==> config.mk <==
export PLATFORM = sky130hd
export DESIGN_NAME = line_ctl_seq
export DESIGN_NICKNAME = d
export VERILOG_FILES = /design/src/rtl/line_ctl_seq.sv
export SDC_FILE = /design/constraint.sdc
export NUM_CORES = 1
export LEC_CHECK = 0
export BUFFER_PORTS_ARGS = -buffer_cell sky130_fd_sc_hd__buf_2
export CORE_MARGIN = 4
export CORE_UTILIZATION = 50
export CTS_BUF_LIST = sky130_fd_sc_hd__clkbuf_2 sky130_fd_sc_hd__clkbuf_4 sky130_fd_sc_hd__clkbuf_8
export DETAILED_ROUTE_END_ITERATION = 16
export GPL_TIMING_DRIVEN = 0
export PLACE_DENSITY = 0.77
export SETUP_SLACK_MARGIN = 0.3
export SLEW_MARGIN = 25
export SYNTH_ARGS = -nofsm -noshare
export SYNTH_HDL_FRONTEND = slang
export SYNTH_SLANG_ARGS = --single-unit
==> constraint.sdc <==
create_clock -name clk -period 1.5 [get_ports clk]
set_clock_uncertainty 0.2 [all_clocks]
set_input_delay 0.075 -clock clk [delete_from_list [all_inputs] [get_ports clk]]
set_output_delay 0.075 -clock clk [all_outputs]
set_load 0.1 [all_outputs]
==> src/rtl/line_ctl_seq.sv <==
module line_ctl_seq #(
  parameter int WAIT_EDGES = 3
) (
  input  logic clk,
  input  logic rst_n,
  input  logic sync_in,
  input  logic sig_en_in,
  input  logic pd_n_in,
  input  logic lb_n_in,
  input  logic si_a_in,
  input  logic si_b_in,
  input  logic ins_en_in,
  input  logic demod_done,
  input  logic rx_bit_a,
  input  logic rx_bit_b,
  input  logic rx_sync_ok,
  input  logic rx_err,
  output logic tx_start,
  output logic tx_sig_a,
  output logic tx_sig_b,
  output logic tx_ins_en,
  output logic loop_act,
  output logic so_a,
  output logic so_b,
  output logic vd,
  output logic out_oe
);
  localparam int CW = $clog2(WAIT_EDGES + 1);
  localparam logic [6:0] RAW_RST = 7'b000_1000;

  typedef enum logic [1:0] {P_OFF, P_WAIT, P_RUN} pwr_t;

  logic [6:0] raw, s1, s2;
  logic       sync_d, sync_rise, en_s;
  logic       pd_h, lb_h, sa_h, sb_h, ins_h;
  pwr_t       st;
  logic [CW-1:0] edges;
  logic       pend_a, pend_b, pend_v, rx_good;

  assign raw = {sync_in, sig_en_in, pd_n_in, lb_n_in, si_a_in, si_b_in, ins_en_in};

  always_ff @(posedge clk or negedge rst_n)
    if (!rst_n) begin
      s1 <= RAW_RST;
      s2 <= RAW_RST;
      sync_d <= 1'b0;
    end else begin
      s1 <= raw;
      s2 <= s1;
      sync_d <= s2[6];
    end

  assign sync_rise = s2[6] & ~sync_d;
  assign en_s      = s2[5];
  assign out_oe    = en_s;
  assign tx_ins_en = ins_h;
  assign rx_good   = rx_sync_ok & ~rx_err;

  always_ff @(posedge clk or negedge rst_n)
    if (!rst_n) {pd_h, lb_h, sa_h, sb_h, ins_h} <= 5'b01000;
    else if (en_s) {pd_h, lb_h, sa_h, sb_h, ins_h} <= s2[4:0];

  always_ff @(posedge clk or negedge rst_n)
    if (!rst_n) begin
      st <= P_OFF;
      edges <= '0;
    end else if (!pd_h) begin
      st <= P_OFF;
      edges <= '0;
    end else begin
      case (st)
        P_OFF: begin
          st <= P_WAIT;
          edges <= '0;
        end
        P_WAIT:
          if (demod_done) st <= P_RUN;
          else if (sync_rise) begin
            if (edges == CW'(WAIT_EDGES - 1)) st <= P_RUN;
            edges <= edges + 1'b1;
          end
        default: st <= P_RUN;
      endcase
    end

  always_ff @(posedge clk or negedge rst_n)
    if (!rst_n) begin
      tx_start <= 1'b0;
      tx_sig_a <= 1'b0;
      tx_sig_b <= 1'b0;
      loop_act <= 1'b0;
    end else begin
      tx_start <= (st == P_RUN) && sync_rise;
      if ((st == P_RUN) && sync_rise) begin
        tx_sig_a <= sa_h;
        tx_sig_b <= sb_h;
      end
      loop_act <= pd_h & ~lb_h;
    end

  always_ff @(posedge clk or negedge rst_n)
    if (!rst_n) begin
      {pend_a, pend_b, pend_v} <= 3'b000;
      {so_a, so_b, vd} <= 3'b000;
    end else if (pd_h) begin
      if (demod_done) {pend_a, pend_b, pend_v} <= {rx_bit_a, rx_bit_b, rx_good};
      if (sync_rise) {so_a, so_b, vd} <= {pend_a, pend_b, pend_v};
    end else if (demod_done) begin
      {so_a, so_b, vd} <= {rx_bit_a, rx_bit_b, rx_good};
    end

  AST_FROZEN_WHEN_OFFBUS: assert property (@(posedge clk) disable iff (!rst_n)
    !en_s |=> $stable({pd_h, lb_h, sa_h, sb_h, ins_h}));
  AST_NO_TX_POWERED_DOWN: assert property (@(posedge clk) disable iff (!rst_n)
    (st == P_OFF) |=> !tx_start);
  AST_TX_ONE_CLOCK: assert property (@(posedge clk) disable iff (!rst_n)
    tx_start |=> !tx_start);
  AST_BAD_BURST_INVALID: assert property (@(posedge clk) disable iff (!rst_n)
    (demod_done && !pd_h && !rx_good) |=> !vd);
  AST_LOOP_NEEDS_POWER: assert property (@(posedge clk) disable iff (!rst_n)
    !pd_h |=> !loop_act);
  AST_HOLD_TX_SIG_DOWN: assert property (@(posedge clk) disable iff (!rst_n)
    (st == P_OFF) |=> $stable({tx_sig_a, tx_sig_b}));
endmodule

==> summary.txt, run 1 <==
Run status
  – Outcome: complete, but fails checks
  – Failing checks: setup timing

Finish
  – Final core occ: 82.4%
  – Share of layout cells above drive strength 1: about half
  – Fin area: 1880 sq um
  – N_diodes: 0
  – Most common cell after layout, fill and taps aside: dfrtp_1
  – Net count of the finished layout: 150
  – Area growth syn-to-layout: 51.3%
  – Commonest cells after routing, fill and taps aside: dfrtp_1 (26), dlygate4sd3_1 (13), buf_2 (11)
  – Finished Layout Cells: 164

Detailed routing
  – DR WL/cell: 16.5 um
  – Via-to-Cell Ratio: slightly above 5
  – Iter 0 DRT Violations: 12
  – Final ANT Viol Nets: 0
  – Final wirelength: roughly 2700 um
  – 1st-pass router iterations: 4
  – Vias: about 840
  – DRC viols: 0

Placement
  – HPWL after detailed placement: 1400 um
  – Placed Cells incl. Taps: between 100 and 150
  – Dpl ws: -0.0417 ns
  – Placer Congestion: approximately 0.72
  – Placed Instance Area: 1430 sq um
  – IO Port Bufs: 21

Setup path
  – Critical path class: reg2reg
  – Worst Path Arrival: between 1.5 and 2 ns
  – Type of origin of the critical path: register
  – Critical-path maximum fanout: 3
  – Worst EP required: 1.53 ns
  – CP endpoint kind: register

Power and ir drop
  – Total power: 2.35 mW
  – Max VDD drop: 0.00101 V
  – Lkg Pwr: 0.875 nW
  – Pwr Density: 1250 nW/um^2

Synthesis
  – Post-synth EDFFs: 0
  – Area contributors post-synth: dfrtp_1 (63%), dfstp_2 (6.4%), mux2_2 (5.4%), mux2i_1 (2.4%), mux2_4 (2.4%)
  – Predominant post-synthesis flop cell: dfrtp_1
  – Synth cell types: 24
  – #FFs+latches synth: 34
  – Syn. warnings: 0
  – Syn Std Cell Area: between 1000 and 1500 sq um
  – Synth Instances: 85
  – Async SR Flop Fraction: 100%
  – Avg Cell Area, Syn: about 15 sq um
  – Area share of the largest cell type after synthesis: 62.6%
  – Syn Nets: 100
  – Post-synth top area cell: dfrtp_1
  – Seq/Total Area, Yosys: 68.9%

Timing
  – Max_slew headroom: between 60 and 70%
  – Setup TNS: -0.0593 ns
  – Slew @ Worst Pin: roughly 0.45 ns
  – PnR worst setup slack: -0.0307 ns
  – # setup viols final: 2
  – Final Slew Violations: 0
  – Period utilization: 102%
  – F_max: about 0.65 GHz
  – RSZ-0062 raised after global routing: yes
  – Final Hold Viols: 0
  – Tmin final: 1.53 ns
  – Hold_ws: approximately 0.018 ns

Die
  – Placement Rows: 17
  – Starting Density: 54.5%
  – Die height: between 50 and 60 um
  – Die area: 3340 sq um
  – Die width: between 50 and 60 um
  – Ports: 23
  – Core area: ~2300 sq um

GRT
  – Grt met1 use: 19.9%
  – Met2 Use GR: 29.2%
  – Met3 usage: approximately 4.9%
  – First-pass GRT wire length: 4200 um
  – Antenna violations before repair: 0
  – Global routing's busiest layer: met2
  – Vias in the first global route: around 900
  – Largest net degree at the start of global routing: 35
  – Total GRT Usage: ~17%
  – Overflow after GRT: 0

CTS
  – TritonCTS clock tree: yes
  – Clk sinks: 34
  – Clk_lat worst skew: 0.34 ns
  – CTS Buffer Depth: 2
  – Num CTS Buffers: 5
  – H-tree depth: 2
  – Clk pin slew, worst setup/hold paths: about 0.11 ns
  – CTS root buf: clkbuf_4

Hold path
  – Hold Crit Class: in2reg

Job
  – Max-cap viol count: 0
## synth_stat cells (2+ instances only)
cell type  number
mux2_2          6
and2b_1         3
buf_6           2
nand2_1         7
nand3b_1        2
nor2_1          3
dfrtp_1        31
o21ai_0         3
mux2i_1         3
dfstp_2         3
inv_1           3
mux2_4          2
a31oi_1         2
a211oi_1        2
a21oi_1         4
## logic make-up after synthesis
kind of cell               synth area share, %
AOI/OAI and AO/OA                         5.75
adders and majority gates                 1.01
buffers and inverters                     3.13
DFF                                       68.9
muxes                                     10.3
and+or+nand+nor                           10.9
## per-layer routing
| layer | wire length [um] | up-vias |
|---|---|---|
| li1 | - | 390 |
| met1 | 1090 | 419 |
| met2 | 1460 | 25 |
| met3 | 131 | 2 |
| met4 | 28 | 0 |
| met5 | 0 | - |
## sequential cells by signal, indices dropped and copies added (netlist names), 2 cells and up
signal / cells
st: 2
s2: 7
edges: 2
s1: 7
## path summary, 6_finish.rpt
check / from / end / slack (ns) / cells after the start
min in group asynchronous: rst_n / edges[1] / 0.03 / 2
setup / recovery: sync_d / tx_sig_b / -0.03 / 4
hold reg to reg: s1[6] / s2[6] / 0.16 / 0
max in group asynchronous: rst_n / so_b / 0.71 / 2
setup reg to reg: sync_d / tx_sig_b / -0.03 / 4
hold / removal: demod_done / vd / 0.02 / 4
## layout make-up
| class | instances | area, sq um |
|---|---|---|
| inverter | 3 | 11.3 |
| clock buffer | 6 | 45.0 |
| buffer | 3 | 33.8 |
| tap | 28 | 35.0 |
| timing repair buffer | 43 | 448 |
| sequential | 34 | 871 |
| clock inverter | 2 | 10.0 |
| multi-input combinational | 45 | 422 |
| fill | 115 | 400 |
## power breakdown
group,leakage (nW),switching [mW],total [mW],internal (mW)
clock,0.0354,0.304,0.500,0.196
combinational,0.436,0.421,0.748,0.327
sequential,0.404,0.0787,1.10,1.02
total,0.875,0.804,2.35,1.54
## worst max-delay path: stages (launching register included)
cell and delay (ns):
dfrtp_1 0.39, nand2b_4 0.14, buf_6 0.12, nor3b_4 0.25, mux2_4 0.32
## what timing repair did
item                                   in CTS  in global routing
gates resized for setup                    39                 11
hold buffers                               12                  1
endpoints found under the hold margin      50                  9
buffers inserted                            6                  3
pin swaps                                   5                  4
setup endpoints to repair                  21                 25
Power figures use the tool's default switching activity.
==> run 2, diff against run 1 <==
--- a/config.mk
+++ b/config.mk
@@ -12,6 +12,7 @@
 export DETAILED_ROUTE_END_ITERATION = 16
 export GPL_TIMING_DRIVEN = 0
 export PLACE_DENSITY = 0.77
+export RECOVER_POWER = 100
 export SETUP_SLACK_MARGIN = 0.3
 export SLEW_MARGIN = 25
 export SYNTH_ARGS = -nofsm -noshare
==> summary.txt, run 2 (same netlist as run 1, synthesis figures left out) <==
Run status
  – Outcome: complete, but fails checks
  – Failing checks: setup timing

Timing
  – F_max: 0.654 GHz
  – Final Slew Violations: 0
  – Setup TNS: -0.0562 ns
  – Period utilization: 102%
  – Slew @ Worst Pin: 0.806 ns
  – Max_slew headroom: 46.2%
  – RSZ-0062 raised after global routing: yes
  – Tmin final: approximately 1.5 ns
  – # setup viols final: 2
  – PnR worst setup slack: -0.0292 ns
  – Hold_ws: 0.0115 ns
  – Final Hold Viols: 0

Finish
  – Finished Layout Cells: 164
  – Net count of the finished layout: 150
  – Most common cell after layout, fill and taps aside: dfrtp_1
  – Commonest cells after routing, fill and taps aside: dfrtp_1 (26), dlygate4sd3_1 (13), buf_2 (11)
  – Area growth syn-to-layout: 49.1%
  – Final core occ: 81.3%
  – Fin area: approximately 1800 sq um
  – Top Registers: s1: 7 flops, s2: 7 flops
  – Share of layout cells above drive strength 1: 47.1%
  – N_diodes: 0
  – # fillers: 119

Setup path
  – Crit path buffers/inverters: 1
  – Worst EP required: about 1.5 ns
  – Critical path class: reg2reg
  – Worst Path Arrival: 1.56 ns
  – CP cell instances: nand2b_4, buf_6, nor3b_4, mux2_4
  – CP peak stage delay: around 0.39 ns
  – Slowest-stage cell, CP: dfrtp_1
  – Critical-path maximum fanout: 3
  – Type of origin of the critical path: register
  – Delay-heaviest family, CP: flip-flops
  – CP endpoint kind: register

Die
  – Ports: 23
  – Placement Rows: 17
  – Core area: 2280 sq um
  – Die area: 3340 sq um
  – Starting Density: 54.5%
  – Die height: 57.8 um
  – Die width: between 50 and 60 um

CTS
  – Num CTS Buffers: 5
  – Clk pin slew, worst setup/hold paths: 0.11 ns
  – Clk sinks: 34
  – Clk_lat worst skew: 0.34 ns
  – H-tree depth: 2
  – CTS root buf: clkbuf_4
  – CTS Buffer Depth: 2
  – TritonCTS clock tree: yes

Hold path
  – Hold Crit Class: in2reg

GRT
  – Global routing's busiest layer: met2
  – Grt met1 use: 19.9%
  – Vias in the first global route: 895
  – First-pass GRT wire length: roughly 4200 um
  – Total GRT Usage: 17.3%
  – Antenna violations before repair: 0
  – Largest net degree at the start of global routing: 35
  – Met2 Use GR: ~29%
  – Overflow after GRT: 0
  – Met3 usage: 4.90%

Placement
  – Placed Instance Area: approximately 1400 sq um
  – HPWL after detailed placement: 1400 um
  – Placed Cells incl. Taps: 134
  – Dpl ws: -0.0417 ns
  – Placer Congestion: roughly 0.72
  – IO Port Bufs: 21

Detailed routing
  – Final ANT Viol Nets: 0
  – Via-to-Cell Ratio: 5.03
  – DR WL/cell: approximately 17 um
  – Iter 0 DRT Violations: 10
  – DRC viols: 0
  – 1st-pass router iterations: 4
  – Final wirelength: between 2000 and 3000 um
  – Vias: 825

Power and ir drop
  – Total power: 2.33 mW
  – Max VDD drop: 0.00100 V
  – Pwr Density: approximately 1300 nW/um^2
  – Lkg Pwr: roughly 0.86 nW

Job
  – Max-cap viol count: 0
[run 2: final cells by class]
class                   count  area, sq um  share of cell area, %
repair buffers             43          433                   23.4
inverters                   3         11.3                  0.609
clock inverters             2         10.0                  0.541
multi-input cells          45          418                   22.6
plain buffers               3         26.3                   1.42
flip-flops and latches     34          871                   47.1
clock buffers               6         45.0                   2.44
well taps                  28         35.0                   1.89
[run 2: tightest hold or removal path: stages]
cell	delay, ns
buf_6	0.10
and2b_1	0.18
a311oi_1	0.04
a21oi_1	0.12
[run 2: power by group]
part | switching [mW] | leakage, nW | internal, mW
logic | 0.420 | 0.422 | 0.314
registers | 0.0766 | 0.404 | 1.02
clock network | 0.305 | 0.0354 | 0.196
[run 2: worst paths after layout]
path | cells past startpoint | from | slack (ns) | end
max | 4 | sync_d | -0.03 | tx_sig_b
min reg2reg | 0 | s1[6] | 0.16 | s2[6]
min in group asynchronous | 2 | rst_n | 0.14 | edges[1]
max in group asynchronous | 2 | rst_n | 0.35 | so_b
max reg2reg | 4 | sync_d | -0.03 | tx_sig_b
min | 4 | demod_done | 0.01 | vd
[run 2: timing repair]
action / in CTS / in global routing
resized for setup: 39 / 11
pin swaps: 5 / 4
hold buffers: 12 / 1
setup buffers: 6 / 3
endpoints found under the setup margin: 21 / 25
endpoints found under the hold margin: 50 / 9
[run 2: layer usage]
metal,vias to the layer above,routed length [um]
met2,21,1450
met1,412,1100
met3,2,130
li1,390,-
met5,-,0
met4,0,28
==> run 3, diff against run 2 <==
--- a/config.mk
+++ b/config.mk
@@ -6,6 +6,7 @@
 export NUM_CORES = 1
 export LEC_CHECK = 0
 export BUFFER_PORTS_ARGS = -buffer_cell sky130_fd_sc_hd__buf_2
+export CAP_MARGIN = 0
 export CORE_MARGIN = 4
 export CORE_UTILIZATION = 50
 export CTS_BUF_LIST = sky130_fd_sc_hd__clkbuf_2 sky130_fd_sc_hd__clkbuf_4 sky130_fd_sc_hd__clkbuf_8
==> constraint.sdc (replaced) <==
create_clock -name clk -period 1.5 [get_ports clk]
set_clock_uncertainty 0.2 [all_clocks]
set_input_delay 0.3 -clock clk [delete_from_list [all_inputs] [get_ports clk]]
set_output_delay 0.3 -clock clk [all_outputs]
set_load 0.1 [all_outputs]
==> summary.txt, run 3 (same netlist as run 1, synthesis figures left out) <==
Run status
  – Outcome: complete, but fails checks
  – Failing checks: hold timing, setup timing

Power and ir drop
  – Combinational share of power: 32.3%
  – Pwr Density: 1270 nW/um^2
  – Int Pwr: between 1.5 and 2 mW
  – Clock Power Share: between 20% and 30%
  – Net Sw Frac: between 30% and 40%
  – Lkg Pwr: between 0.8 and 0.9 nW
  – Max VDD drop: around 0.0011 V
  – P_sw: 0.792 mW
  – Part of the power in registers: 46.2%

Setup path
  – CP endpoint kind: register
  – CP peak stage delay: about 0.40 ns
  – Worst EP required: ~1.5 ns
  – Type of origin of the critical path: register
  – Worst r2r dst: tx_sig_b
  – Slowest-stage cell, CP: dfrtp_1
  – Crit path buffers/inverters: 1
  – Critical-path maximum fanout: 3
  – Worst Path Arrival: 1.55 ns
  – Worst-case reg-to-reg path depth: 4
  – Delay-heaviest family, CP: flip-flops
  – Register-to-register setup slack: -0.04 ns
  – Critical path class: reg2reg
  – Crit Reg-Reg Startpoint: sync_d
  – CP cell instances: nand2b_4, buf_6, nor3b_4, mux2_4
  – CP startpoint: sync_d

Placement
  – Placed Cells incl. Taps: 134
  – IO Port Bufs: 21
  – HPWL after detailed placement: 1410 um
  – Placer Congestion: 0.719

Timing
  – Period utilization: 102%
  – Final Hold Viols: 31
  – RSZ-0062 raised after global routing: yes
  – Final Slew Violations: 0
  – Tmin final: 1.54 ns
  – PnR worst setup slack: -0.0373 ns
  – # setup viols final: 4
  – Slew @ Worst Pin: 0.799 ns
  – Max_slew headroom: 46.7%
  – Hold_ws: -0.151 ns
  – F_max: 0.651 GHz

GRT
  – Overflow after GRT: 0
  – Largest net degree at the start of global routing: 35
  – Total GRT Usage: 17.0%
  – Antenna violations before repair: 0
  – Vias in the first global route: 890
  – First-pass GRT wire length: around 4000 um

Detailed routing
  – DR WL/cell: 15.7 um
  – Via-to-Cell Ratio: 5.17
  – Final wirelength: between 2000 and 3000 um
  – Iter 0 DRT Violations: 6
  – DRC viols: 0
  – 1st-pass router iterations: 4
  – Final ANT Viol Nets: 0
  – Vias: 842

Job
  – Max-cap viol count: 0

Die
  – Ports: 23
  – Placement Rows: 17
  – Core area: 2280 sq um
  – Die height: 57.8 um
  – Starting Density: 54.5%
  – Die area: between 3000 and 4000 sq um
  – Die width: 57.8 um

Finish
  – Finished Layout Cells: 163
  – Register Area: between 800 and 900 sq um
  – Area growth syn-to-layout: 50.7%
  – # fillers: 116
  – Multi-input gate area: 428 sq um
  – Top Registers: s1: 7 flops, s2: 7 flops
  – Commonest cells after routing, fill and taps aside: dfrtp_1 (24), buf_4 (12), buf_2 (11)
  – Net count of the finished layout: 149
  – Final core occ: just over 80%
  – Most common cell after layout, fill and taps aside: dfrtp_1
  – Share of layout cells above drive strength 1: 54.8%
  – N_diodes: 0

CTS
  – H-tree depth: 2
  – Clk sinks: 34
  – TritonCTS clock tree: yes
  – Num CTS Buffers: 5
  – Clk_lat worst skew: around 0.32 ns
  – Post-CTS Hold Buffers: 7
  – Clk pin slew, worst setup/hold paths: 0.10 ns
  – CTS root buf: clkbuf_4
  – CTS Buffer Depth: 2

Hold path
  – Hold Crit Class: in2async
run 3: cell count changes in the layout (fill, tap and decap cells not counted), moves of 2 or more:
cell           change
clkbuf_4           -2
dlygate4sd3_1      -6
buf_4              +5
dfrtp_2            +2
dfrtp_1            -2
run 3: how the worst max path moves through the flow:
stage / end / slack [ns] / cells past startpoint
6_report: tx_sig_b / -0.04 / 4
5_1_grt: tx_sig_b / -0.10 / 4
4_1_cts: tx_sig_b / -0.04 / 4
3_5_place_dp: tx_sig_b / -0.03 / 4
3_3_place_gp: tx_sig_a / -0.02 / 4
2_1_floorplan: tx_sig_a / 0.03 / 4
run 3: repair_timing:
| item | 4_1_cts | 5_1_grt |
|---|---|---|
| cloned | 0 | 0 |
| endpoints found under the setup margin | 21 | 26 |
| setup buffers | 9 | 5 |
| endpoints found under the hold margin | 38 | 31 |
| pin swaps | 3 | 6 |
| resized for setup | 41 | 9 |
run 3: worst register-to-register path, delay by kind of cell, from the launching register on:
family        cells  cell delay, ns
buf+inv           1            0.12
flops             1            0.40
mux               1            0.32
simple gates      2            0.39
run 3: area by class of cell:
type	instances	area share, %
plain buffers	3	1.81
well taps	28	1.88
clock inverters	2	0.670
repair buffers	42	22.6
flip-flops and latches	34	46.8
clock buffers	6	2.75
multi-input cells	45	22.9
inverters	3	0.603
run 3: per-layer routing:
layer	vias up	wire, um	track usage, %
met2	23	1420	27.3
met1	425	996	20.1
met4	0	36	10.3
met5	-	0	0
li1	390	-	-
met3	4	105	4.90
run 3: power by group through the flow:
stage	clock network [mW]	registers [mW]	logic (mW)
after floorplan	0	1.38	0.133
after global placement	0	1.08	0.513
after detailed placement	0	1.09	0.522
after CTS	0.527	1.09	0.728
after global routing	0.585	1.11	0.800
final	0.512	1.10	0.767
run 3: through the flow:
step / setup TNS (ns) / hold slack (ns) / area (sq um) / total power [mW] / setup WS [ns]
final: -0.0819 / -0.151 / 1870 / 2.38 / -0.0373
after global routing: -0.441 / -0.106 / 1870 / 2.49 / -0.103
after CTS: -0.101 / -0.164 / 1780 / 2.35 / -0.0372
after detailed placement: -0.0540 / 0.135 / 1430 / 1.61 / -0.0291
after global placement: -0.0307 / 0.132 / 1430 / 1.60 / -0.0161
after floorplan: 0 / -0.196 / 1290 / 1.51 / 0.0334
